--- src/rtl/adc_win_pkg.sv ---
package adc_win_pkg;

  // Mode value is {cmp_rng, cmp_gt}; the range bit is the upper bit.
  typedef enum logic [1:0] {
    WIN_BELOW   = 2'd0,
    WIN_ABOVE   = 2'd1,
    WIN_OUTSIDE = 2'd2,
    WIN_INSIDE  = 2'd3
  } win_mode_e;

  function automatic win_mode_e win_mode(input logic rng, input logic gt);
    return win_mode_e'({rng, gt});
  endfunction

endpackage

--- src/rtl/adc_win_cmp.sv ---
module adc_win_cmp #(
  parameter int DATA_W = 16
) (
  input  logic              clk,
  input  logic              rst_n,
  input  logic              diff_mode,
  input  logic [DATA_W-1:0] val,
  input  logic [DATA_W-1:0] thr_a,
  input  logic [DATA_W-1:0] thr_b,
  output logic              v_lt_a,
  output logic              v_gt_a,
  output logic              v_lt_b,
  output logic              v_gt_b,
  output logic              a_le_b
);
  localparam int EXT_W = DATA_W + 1;
  localparam int N_OPS = 3;

  // Extend by one bit: sign copy for signed mode, zero otherwise,
  // so a single signed comparator serves both encodings.
  function automatic logic signed [EXT_W-1:0] widen(input logic [DATA_W-1:0] x,
                                                    input logic is_signed);
    return {is_signed & x[DATA_W-1], x};
  endfunction

  logic [DATA_W-1:0]       op_raw [N_OPS];
  logic signed [EXT_W-1:0] op_ext [N_OPS];

  assign op_raw[0] = val;
  assign op_raw[1] = thr_a;
  assign op_raw[2] = thr_b;

  for (genvar g = 0; g < N_OPS; g++) begin : g_ext
    assign op_ext[g] = widen(op_raw[g], diff_mode);
  end

  assign v_lt_a = op_ext[0] < op_ext[1];
  assign v_gt_a = op_ext[0] > op_ext[1];
  assign v_lt_b = op_ext[0] < op_ext[2];
  assign v_gt_b = op_ext[0] > op_ext[2];
  assign a_le_b = op_ext[1] <= op_ext[2];

  AST_A_ORDER_LT_EXCL: assert property (@(posedge clk) disable iff (!rst_n)
    !(v_lt_a && v_gt_a)) else $error("value both below and above A");
  AST_B_ORDER_LT_EXCL: assert property (@(posedge clk) disable iff (!rst_n)
    !(v_lt_b && v_gt_b)) else $error("value both below and above B");

endmodule

--- src/rtl/adc_win_decide.sv ---
module adc_win_decide
  import adc_win_pkg::*;
(
  input  logic clk,
  input  logic rst_n,
  input  logic cmp_en,
  input  logic cmp_gt,
  input  logic cmp_rng,
  input  logic v_lt_a,
  input  logic v_gt_a,
  input  logic v_lt_b,
  input  logic v_gt_b,
  input  logic a_le_b,
  output logic keep
);
  win_mode_e mode;
  logic      rng_out_hit;
  logic      rng_in_hit;
  logic      cond_hit;

  assign mode = win_mode(cmp_rng, cmp_gt);

  // The range conditions swap AND/OR with the threshold order.
  assign rng_out_hit = a_le_b ? (v_lt_a | v_gt_b) : (v_lt_a & v_gt_b);
  assign rng_in_hit  = a_le_b ? (v_gt_a & v_lt_b) : (v_gt_a | v_lt_b);

  always_comb begin
    unique case (mode)
      WIN_BELOW:   cond_hit = v_lt_a;
      WIN_ABOVE:   cond_hit = v_gt_a;
      WIN_OUTSIDE: cond_hit = rng_out_hit;
      WIN_INSIDE:  cond_hit = rng_in_hit;
      default:     cond_hit = 1'b0;
    endcase
  end

  assign keep = !cmp_en | cond_hit;

  AST_RANGE_DISJOINT: assert property (@(posedge clk) disable iff (!rst_n)
    $onehot0({rng_out_hit, rng_in_hit})) else $error("range conditions overlap");
  AST_BYPASS_KEEP: assert property (@(posedge clk) disable iff (!rst_n)
    !cmp_en |-> keep) else $error("bypass did not keep");

endmodule

--- src/rtl/adc_win_store.sv ---
module adc_win_store #(
  parameter int DATA_W = 16
) (
  input  logic              clk,
  input  logic              rst_n,
  input  logic              res_valid,
  input  logic [DATA_W-1:0] res_data,
  input  logic              keep,
  output logic              accept,
  output logic [DATA_W-1:0] result_q
);
  logic take;

  assign take = res_valid & keep;

  always_ff @(posedge clk) begin
    if (!rst_n) begin
      accept   <= 1'b0;
      result_q <= '0;
    end else begin
      accept <= take;
      if (take) result_q <= res_data;
    end
  end

  AST_ACCEPT_NEEDS_VALID: assert property (@(posedge clk) disable iff (!rst_n)
    accept |-> $past(res_valid)) else $error("accept without valid");
  AST_ACCEPT_STORES: assert property (@(posedge clk) disable iff (!rst_n)
    accept |-> result_q == $past(res_data)) else $error("stored wrong data");
  AST_HOLD_ON_REJECT: assert property (@(posedge clk) disable iff (!rst_n)
    !accept |-> result_q == $past(result_q)) else $error("result moved");

endmodule

--- src/rtl/adc_window_gate.sv ---
module adc_window_gate #(
  parameter int DATA_W = 16
) (
  input  logic              clk,
  input  logic              rst_n,
  input  logic              res_valid,
  input  logic [DATA_W-1:0] res_data,
  input  logic              diff_mode,
  input  logic              cmp_en,
  input  logic              cmp_gt,
  input  logic              cmp_rng,
  input  logic [DATA_W-1:0] thr_a,
  input  logic [DATA_W-1:0] thr_b,
  output logic              accept,
  output logic [DATA_W-1:0] result_q
);
  logic v_lt_a, v_gt_a, v_lt_b, v_gt_b, a_le_b;
  logic keep;

  adc_win_cmp #(.DATA_W(DATA_W)) u_cmp (
    .clk(clk), .rst_n(rst_n), .diff_mode(diff_mode),
    .val(res_data), .thr_a(thr_a), .thr_b(thr_b),
    .v_lt_a(v_lt_a), .v_gt_a(v_gt_a), .v_lt_b(v_lt_b), .v_gt_b(v_gt_b),
    .a_le_b(a_le_b)
  );

  adc_win_decide u_decide (
    .clk(clk), .rst_n(rst_n), .cmp_en(cmp_en), .cmp_gt(cmp_gt),
    .cmp_rng(cmp_rng), .v_lt_a(v_lt_a), .v_gt_a(v_gt_a),
    .v_lt_b(v_lt_b), .v_gt_b(v_gt_b), .a_le_b(a_le_b), .keep(keep)
  );

  adc_win_store #(.DATA_W(DATA_W)) u_store (
    .clk(clk), .rst_n(rst_n), .res_valid(res_valid), .res_data(res_data),
    .keep(keep), .accept(accept), .result_q(result_q)
  );

  AST_FIRST_AFTER_RESET: assert property (@(posedge clk)
    $rose(rst_n) |-> (!accept && result_q == '0)) else $error("reset state");

endmodule

--- config.mk ---
export PLATFORM = sky130hd
export DESIGN_NAME = adc_window_gate
export DESIGN_NICKNAME = d
export VERILOG_FILES = /design/src/rtl/adc_win_pkg.sv /design/src/rtl/adc_win_cmp.sv /design/src/rtl/adc_win_decide.sv /design/src/rtl/adc_win_store.sv /design/src/rtl/adc_window_gate.sv
export SDC_FILE = /design/constraint.sdc
export NUM_CORES = 1
export LEC_CHECK = 0
export ABC_CLOCK_PERIOD_IN_PS = 4100
export CAP_MARGIN = 20
export CORE_UTILIZATION = 45
export CTS_CLUSTER_DIAMETER = 30
export DETAILED_ROUTE_END_ITERATION = 10
export GPL_ROUTABILITY_DRIVEN = 0
export PLACE_DENSITY = 0.81
export SLEW_MARGIN = 20
export SYNTH_ARGS = -nofsm -noshare
export SYNTH_HDL_FRONTEND = slang
export SYNTH_SLANG_ARGS = --single-unit
--- constraint.sdc ---
create_clock -name clk -period 4.1 [get_ports clk]
set_input_delay 1.025 -clock clk [delete_from_list [all_inputs] [get_ports clk]]
set_output_delay 1.025 -clock clk [all_outputs]
set_load 0.1 [all_outputs]
* Word-level counts from Yosys, hierarchy flattened
Cells that the tools add are included.
Word-level totals: flip-flop bits (word level) 17, input bits 55, output and inout port bits 17, word-level logic and storage cells 24
Operators by class: magnitude comparators 5, equal/unequal tests 3, mux-type cells 3, bitwise logic cells 9, reductions and logical operators 2
Operators with widths (count):
- > comparator 17 bit | 2
- less-than comparator 17 bit | 2
- less-or-equal comparator 17 bit | 1
- bitwise AND 1 bit | 6
- == test 2 bit (second input constant) | 2
- one-hot mux 1 bit (4 select lines) | 1
- bitwise OR 1 bit | 3
- == test 2 x 1 -> 1 bit (second input constant) | 1
- logical NOT 2 bit | 1
- two-way mux 1 bit | 2
- logical NOT 1 bit | 1

* Longest topological paths before layout
Gate-level depths: netlist of the first run.
depth in word-level cells 7, gate-level depth with buffers 12, depth with buffers taken out 10

* By module
From an unflattened synthesis of the first run, not the netlist that was laid out.
Second synthesis, totals: cell total of the unflattened synthesis 253, area, all modules 2019.4 um^2
Modules (own cells, without submodules):
- adc_win_cmp | instances 1, cells each 167, area an instance 1247.4 um^2, sequential area each 0.0 um^2
- adc_win_store | instances 1, cells each 76, area an instance 701.9 um^2, sequential area each 340.3 um^2
- adc_win_decide | instances 1, cells each 10, area an instance 70.1 um^2, sequential area each 0.0 um^2

* Worst setup path after synthesis of the first run
OpenSTA, ideal clock, no wires.
kind input to register, from input port thr_b[6], to register u_store.result_q[10], setup time 0.072 ns, arrival 3.306 ns, data required time 4.028 ns, path slack 0.722 ns, cell stages on the path 11, buffers on the path 2, path through inv_1 > ha_1 > a211oi_1 > nor2_1 > o41ai_1 > a21oi_1 > or4b_1 > a41oi_1 > buf_6 > buf_8 > mux2i_1
Between the ends: cells in the longest elaborated chain, start to end 6, elaborated cells on any way between the ends 12, classes of those cells order compare: 3; mux: 3; bitwise: 6
RTL lines:
- start, declared | RTL line adc_window_gate.sv:13 | input logic [DATA_W-1:0] thr_b,
- less-than comparator 17 bit / > comparator 17 bit (equally long branches) | RTL line adc_win_cmp.sv:39, adc_win_cmp.sv:40
- bitwise OR 1 bit (tied with other cells) | RTL line adc_win_decide.sv:25 | assign rng_in_hit = a_le_b ? (v_gt_a & v_lt_b) : (v_gt_a | v_lt_b);
- two-way mux 1 bit, on equally long branches | RTL line adc_win_decide.sv:25, adc_win_decide.sv:24
- one-hot mux 1 bit (4 select lines) * | RTL line adc_win_decide.sv:28 | unique case (mode)
- bitwise OR 1 bit * | RTL line adc_win_decide.sv:37 | assign keep = !cmp_en | cond_hit;
- bitwise AND 1 bit * | RTL line adc_win_store.sv:14 | assign take = res_valid & keep;
- end signal, assigned | RTL line adc_win_store.sv:22 | if (take) result_q <= res_data;
- end, declared | RTL line adc_win_store.sv:10 | output logic [DATA_W-1:0] result_q
Mark *: on every way between the ends. The rest lies on a longest branch, timed or not. A chain may end at the register's enable or synchronous reset.

* Worst setup path after layout of the first run
from input port thr_b[10], to register u_store.result_q[5]
Same word-level chain as after synthesis.

==> run metrics, run 1 <==
status=finished clean; clk slew on worst S/H paths=70 ps; initial core utilization=47.6%; WS Path Type=primary input to register; Crit-path slowest cell=or4b_1; final period utilization=93.1%; Setup Slack @ Placement=70.2 ps; critical path data arrival time=3990 ps; # fillers=352; layout cells sized above 1=3.16%; initial antenna violation count=0; Critical Path Start=thr_b[10]; fin util=67.4%; Worst setup EP type=register; Hold-fix buffers, CTS=0; Vias/cell=5.33; Post-Syn Nets=349; Final Hold Fails=0; vias in the first global route=1834; clock buffer depth=2; nets@finish=420; Initial DRC Count=100; global-route wire length before repair=7740 µm; number of H-tree levels=1; largest net degree at the start of global routing=34; pwr/cell area=237 nW/µm²; DP Wirelength=4130 µm; Vias=1950; Routed WL=4750 µm; CTS tree=done; Pins Over Slew Limit=0; min cycle time layout=3820 ps; worst min path class=register to register; cell mode on critical path=a21oi_1; Syn Inst Count=246; Synth Warn #=0; FP Rows=23; max frequency=262 MHz; Cell Area, Synth=1950 µm²; hold path cells=2; post-synthesis sequential area ratio=17.5%; CP Data Required Time=4270 ps; final setup TNS=0 ps; crit path launch type=primary input; Slew HR=30.7%; placed cell areas=2710 µm²; # diodes=0; Final Cell Area=2760 µm²; worst slew pin tran=1040 ps; clk sink count=17; # IOs=72; total global-route track usage=22.1%; grt total ovfl=0; Critical Path End=u_store.result_q[5]; VDD IR max=0.0000895 V; CTS resizes=0; worst setup margin=285 ps; die height=67.8 µm; worst-path fanout max=17; PortBufs=71; RSZ-0062 raised after global routing=no; setup bufs post-CTS=0; Pre-antenna DRT Iters=4; Reg-to-Reg Start=u_store.result_q[5]; worst reg-to-reg setup slack=3420 ps; Leakage=1.32 nW; Yosys cell types=37; Max Cap Violations=0; Placeable Area=4090 µm²; Post-Syn Area per Cell=7.91 µm²; DRC Markers=0; cells along the critical path=clkdlybuf4s50_1 > inv_1 > ha_1 > a21oi_1 > o21a_1 > nor2_1 > a2111oi_0 > a21oi_1 > or4b_1 > a41oi_2 > buf_12 > mux2i_1; total die area=4590 µm²; antenna viol nets, final=0; wire length per cell=13.0 µm; Max stage delay on crit path=560 ps; root buffer cell=clkbuf_8; R2R cell count=2; Die W=67.8 µm; CTS buffer count=3; clk_skew=0 ps; # setup viols final=0; Yosys reg bits=17; Area Growth Syn to Fin=41.5%; Crit Reg-Reg Endpoint=u_store.result_q[5]; Clock Latency Late Sink=250 ps
==> worst max-delay path, delay by kind of cell <==
family	cells	cell delay [ps]
adder cells (fa/ha/maj)	1	290
buffers and inverters	3	710
multiplexers	1	240
AO/OA/AOI/OAI	5	1120
AND/OR/NAND/NOR	2	600
==> report_power, final <==
part	internal, mW	leakage, nW	switching, mW	total, mW
Sequential	0.179	0.140	0.00656	0.185
Clock	0.0684	0.0217	0.0601	0.128
Combinational	0.136	1.16	0.205	0.341
Total	0.383	1.32	0.271	0.654
==> Yosys cell counts <==
master     instances  area share (%)
dfxtp_1           17              17
ha_1              48              31
o21ai_0            6             1.5
clkbuf_1           4            0.77
nor3_1             5             1.3
inv_1             36             6.9
nor2b_1            1            0.32
a21boi_0           1            0.39
nand3_1            6             1.5
o21a_1             2            0.77
a22oi_1            1            0.39
o2111ai_1          1            0.45
a21oi_1           14             3.6
a41oi_1            2            0.90
o31ai_1            1            0.39
nand2_1           44             8.5
and2_2             1            0.39
buf_8              1            0.77
a2111oi_0          3             1.3
mux2_2             1            0.58
a21o_1             3             1.2
or4b_1             1            0.51
a211oi_1           3             1.2
nor2_1             7             1.3
nand2b_1           1            0.32
nand4b_1           1            0.45
o41ai_1            1            0.45
or4_1              1            0.39
mux2i_1           16             8.2
xor2_1             3             1.3
a311o_1            1            0.51
buf_6              1            0.58
nand4_1            8             2.6
or4b_4             1            0.71
and3_1             1            0.32
and2_1             1            0.32
and2_4             1            0.45
==> through the flow <==
stage | hold WS (ps) | power (mW) | std cells
after global placement | 441 | 0.522 | 362
final | 459 | 0.654 | 366
after global routing | 476 | 0.698 | 366
after floorplan | 885 | 0.411 | 246
after detailed placement | 452 | 0.528 | 362
after CTS | 461 | 0.660 | 366
==> cells by family (layout without fill, tap and decap cells) <==
logic type	Yosys count	after routing	share of synthesized area, %
simple gates	80	80	19.4
fa+ha+maj	48	48	30.8
buf+inv	42	112	9.06
compound gates	39	39	13.0
mux	17	17	8.80
flops	17	17	17.5
xor+xnor	3	3	1.35
==> flip-flops by register name, summed over array words and instances, names as in the netlist <==
| register | cells |
|---|---|
| u_store.accept | 1 |
| u_store.result_q | 16 |
==> cell type report <==
| class | instances | area, µm² | area share (%) |
|---|---|---|---|
| Timing Repair Buffer | 72 | 731 | 26.5 |
| Tap cell | 50 | 62.6 | 2.27 |
| Multi-Input combinational cell | 187 | 1440 | 52.2 |
| Clock buffer | 3 | 41.3 | 1.50 |
| Sequential cell | 17 | 340 | 12.4 |
| Inverter | 36 | 135 | 4.90 |
| Clock inverter | 1 | 7.51 | 0.272 |
==> how the worst min path moves through the flow <==
stage | endpoint | slack [ps] | startpoint
2_1_floorplan | u_store.result_q[10] | 890 | u_store.result_q[10]
3_3_place_gp | u_store.result_q[15] | 440 | u_store.result_q[15]
3_5_place_dp | u_store.result_q[9] | 450 | u_store.result_q[9]
4_1_cts | u_store.result_q[9] | 460 | u_store.result_q[9]
5_1_grt | u_store.result_q[6] | 480 | u_store.result_q[6]
6_report | u_store.result_q[15] | 460 | u_store.result_q[15]
==> cell usage in the layout, fill, tap and decap left out, types with 2 or more instances in the layout <==
cell type / Yosys / layout
a21oi_1: 14 / 14
xor2_1: 3 / 3
nand2_1: 44 / 44
o21ai_0: 6 / 6
inv_1: 36 / 36
a211oi_1: 3 / 3
mux2i_1: 16 / 16
nand4_1: 8 / 8
a21o_1: 3 / 3
nor3_1: 5 / 5
clkdlybuf4s50_1: 0 / 71
o21a_1: 2 / 2
a2111oi_0: 3 / 3
nor2_1: 7 / 7
clkbuf_8: 0 / 3
ha_1: 48 / 48
nand3_1: 6 / 6
dfxtp_1: 17 / 17
==> metal layers <==
metal | global-route usage (%) | vias up | part of all wire (%)
met1 | 28.5 | 876 | 47
met4 | 8.33 | 0 | 1.6
met3 | 0.845 | 8 | 4.5
met5 | 0 | - | 0
met2 | 38.4 | 58 | 47
li1 | - | 1008 | -
Power figures use the tool's default switching activity.
==> inputs of run 2 (changes only) <==
--- a/config.mk
+++ b/config.mk
@@ -5,13 +5,14 @@
 export SDC_FILE = /design/constraint.sdc
 export NUM_CORES = 1
 export LEC_CHECK = 0
+export ABC_AREA = 1
 export ABC_CLOCK_PERIOD_IN_PS = 4100
 export CAP_MARGIN = 20
-export CORE_UTILIZATION = 45
+export CORE_UTILIZATION = 48
 export CTS_CLUSTER_DIAMETER = 30
 export DETAILED_ROUTE_END_ITERATION = 10
 export GPL_ROUTABILITY_DRIVEN = 0
-export PLACE_DENSITY = 0.81
+export PLACE_DENSITY = 0.82
 export SLEW_MARGIN = 20
 export SYNTH_ARGS = -nofsm -noshare
 export SYNTH_HDL_FRONTEND = slang
==> run metrics, run 2 <==
Crit Reg-Reg Endpoint=u_store.result_q[15]; WS Path Type=primary input to register; crit path launch type=primary input; Final Hold Fails=0 (unchanged); Hold Startpoint=u_store.result_q[0]; Cell Area, Synth=2340 µm² (+20%); Reg-to-Reg Start=u_store.result_q[15]; Seq. cell area=340 µm² (unchanged); Yosys cell types=26 (-30%); Switching Fraction=45.5% (+4.0 points); clk_skew=0 ps (unchanged); clk sink count=17 (unchanged); root buffer cell=clkbuf_8; Post-Syn Nets=474 (+36%); max reg flops=16 (unchanged); Slew HR=35.3% (+4.7 points); Post-synth EDFFs=0 (unchanged); Final Cell Area=3110 µm² (+13%); CTS resizes=0 (unchanged); vias in the first global route=2258 (+23%); worst slew pin tran=967 ps (-69.6 ps); failing checks=DRC; Design Power=0.736 mW (+12%); Hold-fix buffers, CTS=0 (unchanged); CP Data Required Time=4250 ps (-20 ps); Max Cap Violations=0 (unchanged); sw power=0.335 mW (+23%); placed cell areas=3070 µm² (+13%); DRC Markers=1 (+1); die height=71.8 µm (+5.9%); # setup viols final=0 (unchanged); Die W=71.8 µm (+5.9%); Yosys top cell area share=25.7% (-5.2 points); setup bufs post-CTS=0 (unchanged); Synth Warn #=0 (unchanged); nets@finish=542 (+29%); total die area=5160 µm² (+12%); R2R cell count=2 (unchanged); Post-Syn Area per Cell=6.30 µm² (-20%); Synth top cells by count=nand2_1 (90), inv_1 (78), ha_1 (48); Leakage=1.72 nW (+30%); Setup Slack @ Placement=257 ps (+186 ps); PortBufs=71 (unchanged); Critical Path Start=thr_b[12]; global-route wire length before repair=9440 µm (+22%); grt total ovfl=0 (unchanged); most common cell after layout, fill and taps aside=nand2_1; post-synthesis sequential area ratio=14.6% (-2.9 points); # IOs=72 (unchanged); Placeable Area=4690 µm² (+15%); most numerous cell in the Yosys netlist=nand2_1; pwr/cell area=236 nW/µm² (-0.46%); initial core utilization=49.8% (+2.2 points); combinational power share=57.2% (+5.1 points); max frequency=278 MHz (+6.1%); most flop-heavy register=u_store.result_q; Yosys reg bits=17 (unchanged); clock buffer depth=2 (unchanged); CTS buffer count=3 (unchanged); Int Pwr=0.401 mW (+4.7%); worst reg-to-reg setup slack=3500 ps (+80 ps); final setup TNS=0 ps (unchanged); status=complete, but fails checks; critical path data arrival time=3750 ps (-240 ps); # diodes=0 (unchanged); most area-consuming cells after synthesis=ha_1 (26%), dfxtp_1 (15%), nand2_1 (14%); WHS Endpoint=u_store.result_q[0]; Vias/cell=4.91 (-7.8%); leading area contributor after synthesis=ha_1; VDD IR max=0.000125 V (+39%); wire length per cell=11.1 µm (-15%); antenna viol nets, final=0 (unchanged); largest net degree at the start of global routing=34 (unchanged); hold path cells=2 (unchanged); RSZ-0062 raised after global routing=no; Pins Over Slew Limit=0 (unchanged); Pre-antenna DRT Iters=7 (+3); total global-route track usage=22.7% (+0.63 points); Worst setup EP type=register; Syn Inst Count=371 (+51%); commonest cells after routing, fill and taps aside=nand2_1 (90), inv_1 (78), clkdlybuf4s50_1 (71); largest registers=u_store.result_q x16, u_store.accept x1; Seq pwr share=25.8% (-2.5 points); number of H-tree levels=1 (unchanged); Routed WL=5450 µm (+15%); final period utilization=87.7% (-5.4 points); CTS tree=done; layout cells sized above 1=5.02% (+1.9 points); FFs w/ async S/R, synth=0% (unchanged); # fillers=434 (+23%); Clock power frac=16.9% (-2.7 points); worst min path class=register to register; Initial DRC Count=137 (+37%); min cycle time layout=3590 ps (-221 ps); clk slew on worst S/H paths=60 ps (about the same); worst-path fanout max=33 (+16); DP Wirelength=4790 µm (+16%); Hold Slack=482 ps (+23.6 ps); Vias=2417 (+24%); initial antenna violation count=0 (unchanged); FP Rows=25 (+8.7%); worst setup margin=505 ps (+221 ps); footprint of the multi-input gates=1640 µm² (+14%); Clock Latency Late Sink=260 ps (about the same); Area Growth Syn to Fin=33.1%; commonest register cell after synthesis=dfxtp_1
run 2: power groups by stage:
stage	clock (mW)	sequential [mW]	combinational [mW]
after global placement	0	0.193	0.411
final	0.125	0.190	0.421
after global routing	0.134	0.192	0.462
after floorplan	0	0.310	0.180
after CTS	0.128	0.190	0.422
after detailed placement	0	0.194	0.421
run 2: cell type report:
class	count	share of cell area, %
inverter	79	9.53
tap	54	2.17
sequential	17	10.9
multi-input combinational	266	52.8
clock inverter	1	0.161
timing repair buffer	72	23.1
clock buffer	3	1.33
run 2: metal layers:
layer  global-route usage (%)  part of all wire, %  vias up
met5                        0                    0        -
met1                     27.7                   44     1025
li1                         -                    -     1309
met4                     9.15                  1.9        0
met3                     1.69                  4.8       11
met2                     41.0                   49       72
run 2: worst max path at each step:
stage | endpoint | slack, ps
after CTS | u_store.result_q[15] | 550
after detailed placement | u_store.result_q[13] | 260
after floorplan | u_store.result_q[10] | 1310
final | u_store.result_q[10] | 510
after global placement | u_store.result_q[6] | 380
after global routing | u_store.result_q[15] | 260
run 2: worst max-delay path, stage by stage:
cell	delay, ps
clkdlybuf4s50_1	450
inv_1	50
ha_1	280
nand2_1	90
nor2_1	180
nand2_1	90
o21ai_0	190
nand2_1	110
nand3_1	90
nand2_1	50
nand2_1	120
nand3_1	120
nand3_2	120
nand4_4	430
a21oi_1	290
nor2_1	60
run 2: kinds of logic after synthesis:
| group | after synthesis | share of synthesized area (%) |
|---|---|---|
| and+or+nand+nor | 183 | 36.5 |
| AOI/OAI and AO/OA | 35 | 8.13 |
| DFF | 17 | 14.6 |
| adders and majority gates | 48 | 25.7 |
| buffers and inverters | 88 | 15.1 |
run 2: through the flow:
step | utilization [%] | std cells
floorplan | - | 371
global placement | 65.4 | 488
detailed placement | 65.4 | 488
CTS | 66.3 | 492
global route | 66.3 | 492
finish | 66.3 | 492
==> inputs of run 3 (changes only) <==
--- a/config.mk
+++ b/config.mk
@@ -8,11 +8,11 @@
 export ABC_AREA = 1
 export ABC_CLOCK_PERIOD_IN_PS = 4100
 export CAP_MARGIN = 20
-export CORE_UTILIZATION = 48
+export CORE_UTILIZATION = 45
 export CTS_CLUSTER_DIAMETER = 30
 export DETAILED_ROUTE_END_ITERATION = 10
 export GPL_ROUTABILITY_DRIVEN = 0
-export PLACE_DENSITY = 0.82
+export PLACE_DENSITY = 0.77
 export SLEW_MARGIN = 20
 export SYNTH_ARGS = -nofsm -noshare
 export SYNTH_HDL_FRONTEND = slang
==> run metrics, run 3 (same netlist as run 2, synthesis figures left out) <==
status=finished clean; DRC Markers=0 (-1); total die area=5490 µm² (+6.5%); initial core utilization=48.2% (-1.6 points); total global-route track usage=20.9% (-1.8 points); placed cell areas=3090 µm² (+0.78%); wire length per cell=10.6 µm (-4.2%); worst-path fanout max=33 (unchanged); min cycle time layout=3460 ps (-136 ps); # diodes=0 (unchanged); setup bufs post-CTS=0 (unchanged); Hold Slack=480 ps (-2.54 ps); Hold-fix buffers, CTS=0 (unchanged); worst slew pin tran=979 ps (+12.0 ps); number of H-tree levels=1 (unchanged); clk_skew=0 ps (unchanged); Max Cap Violations=0 (unchanged); non-filler instance count after layout=506 (+2.8%); Seq. cell area=340 µm² (unchanged); Initial DRC Count=129 (-5.8%); Critical Path End=u_store.result_q[12]; CP Depth=17 (+1); clk slew on worst S/H paths=60 ps (about the same); CP Data Required Time=4250 ps (about the same); critical path data arrival time=3610 ps (-140 ps); fin util=64.7% (-1.7 points); grt total ovfl=0 (unchanged); RSZ-0062 raised after global routing=no; antenna viol nets, final=0 (unchanged); max reg flops=16 (unchanged); WS Path Type=primary input to register; cell mode on critical path=nand2_1; R2R cell count=2 (unchanged); commonest cells after routing, fill and taps aside=nand2_1 (90), inv_1 (78), clkdlybuf4s50_1 (71); die height=74.1 µm (+3.2%); clock buffer depth=2 (unchanged); global-route wire length before repair=9000 µm (-4.7%); Slew HR=34.5% (-0.80 points); Die W=74.1 µm (+3.2%); cell family with most CP delay=simple AND/OR/NAND/NOR gates; layout cells sized above 1=5.01% (-0.011 points); Critical Path Start=thr_b[12]; Reg-to-Reg Start=u_store.result_q[6]; Max stage delay on crit path=460 ps (about the same); DP Wirelength=4700 µm (-1.7%); largest net degree at the start of global routing=34 (unchanged); worst reg-to-reg setup slack=3510 ps (about the same); CTS buffer count=3 (unchanged); clk sink count=17 (unchanged); # fillers=452 (+4.1%); footprint of the multi-input gates=1640 µm² (unchanged); cells along the critical path=clkdlybuf4s50_1 > inv_1 > ha_1 > nand2_1 > nor2_1 > nand2_1 > o21ai_0 > nand2_1 > nand4_1 > nand2_1 > o21bai_1 > nand3_2 > nand4_4 > buf_4 > nand3_1 > nand2_1 > nor2_1; Placeable Area=4850 µm² (+3.3%); initial antenna violation count=0 (unchanged); max frequency=289 MHz (+3.9%); WP buf/inv=3 (+1); root buffer cell=clkbuf_8; Vias/cell=4.72 (-3.9%); # IOs=72 (unchanged); final setup TNS=0 ps (unchanged); VDD IR max=0.000133 V (+6.6%); Final Cell Area=3140 µm² (+0.72%); most flop-heavy register=u_store.result_q; largest registers=u_store.result_q x16, u_store.accept x1; Crit Reg-Reg Endpoint=u_store.result_q[6]; pwr/cell area=235 nW/µm² (-0.62%); placed cell count=502 (+2.9%); Clock Latency Late Sink=250 ps (about the same); Leakage=1.72 nW (+0.10%); Pre-antenna DRT Iters=4 (-3); crit path launch type=primary input; Area Growth Syn to Fin=34.1%; CTS resizes=0 (unchanged); final period utilization=84.4% (-3.3 points); Pins Over Slew Limit=0 (unchanged); Worst setup EP type=register; nets@finish=543 (+0.18%); Vias=2389 (-1.2%); vias in the first global route=2123 (-6.0%); CTS tree=done; FP Rows=25 (unchanged); Routed WL=5370 µm (-1.5%); worst min path class=register to register; # setup viols final=0 (unchanged); Crit-path slowest cell=clkdlybuf4s50_1; most common cell after layout, fill and taps aside=nand2_1; PortBufs=71 (unchanged); Final Hold Fails=0 (unchanged)
## run 3: cell types whose count changed in the layout (fill, tap and decap cells not counted), sizes merged
cell and change:
clkinv -1, clkbuf +1, buf +1
## run 3: power by group
group          internal (mW)  leakage [nW]  switching (mW)
clock network         0.0690        0.0228          0.0565
registers              0.182         0.141         0.00822
logic                  0.153          1.56           0.268
total                  0.404          1.72           0.333
## run 3: worst reg2reg max path, delay by kind of cell, from the launching register on
kind / cells / cell delay, ps
AO/OA/AOI/OAI: 1 / 120
flip-flops: 1 / 310
AND/OR/NAND/NOR: 1 / 60
## run 3: worst min-delay path by stage
stage	startpoint	to	slack [ps]	depth (start not counted)
floorplan	u_store.result_q[2]	u_store.result_q[2]	960	2
global placement	u_store.result_q[0]	u_store.result_q[0]	460	2
detailed placement	u_store.result_q[10]	u_store.result_q[10]	470	2
CTS	u_store.result_q[10]	u_store.result_q[10]	490	2
global route	u_store.result_q[7]	u_store.result_q[7]	510	2
finish	u_store.result_q[10]	u_store.result_q[10]	480	2
## run 3: per-layer routing
metal	GRT usage, %	wire [µm]	up-vias	part of all wire [%]
li1	-	-	1311	-
met1	26.3	2530	1019	47
met2	38.2	2560	52	48
met3	0.542	183	7	3.4
met4	6.84	89	0	1.7
met5	0	0	-	0
## run 3: area by class of cell
class	instances	area share, %
timing repair buffer	73	23.1
clock buffer	4	1.44
multi-input combinational	266	52.4
tap	67	2.67
inverter	79	9.46
sequential	17	10.9
## run 3: stage by stage
step	worst slack (ps)	total power, mW
floorplan	1310	0.491
global placement	486	0.607
detailed placement	378	0.615
CTS	635	0.739
global route	361	0.790
finish	641	0.736
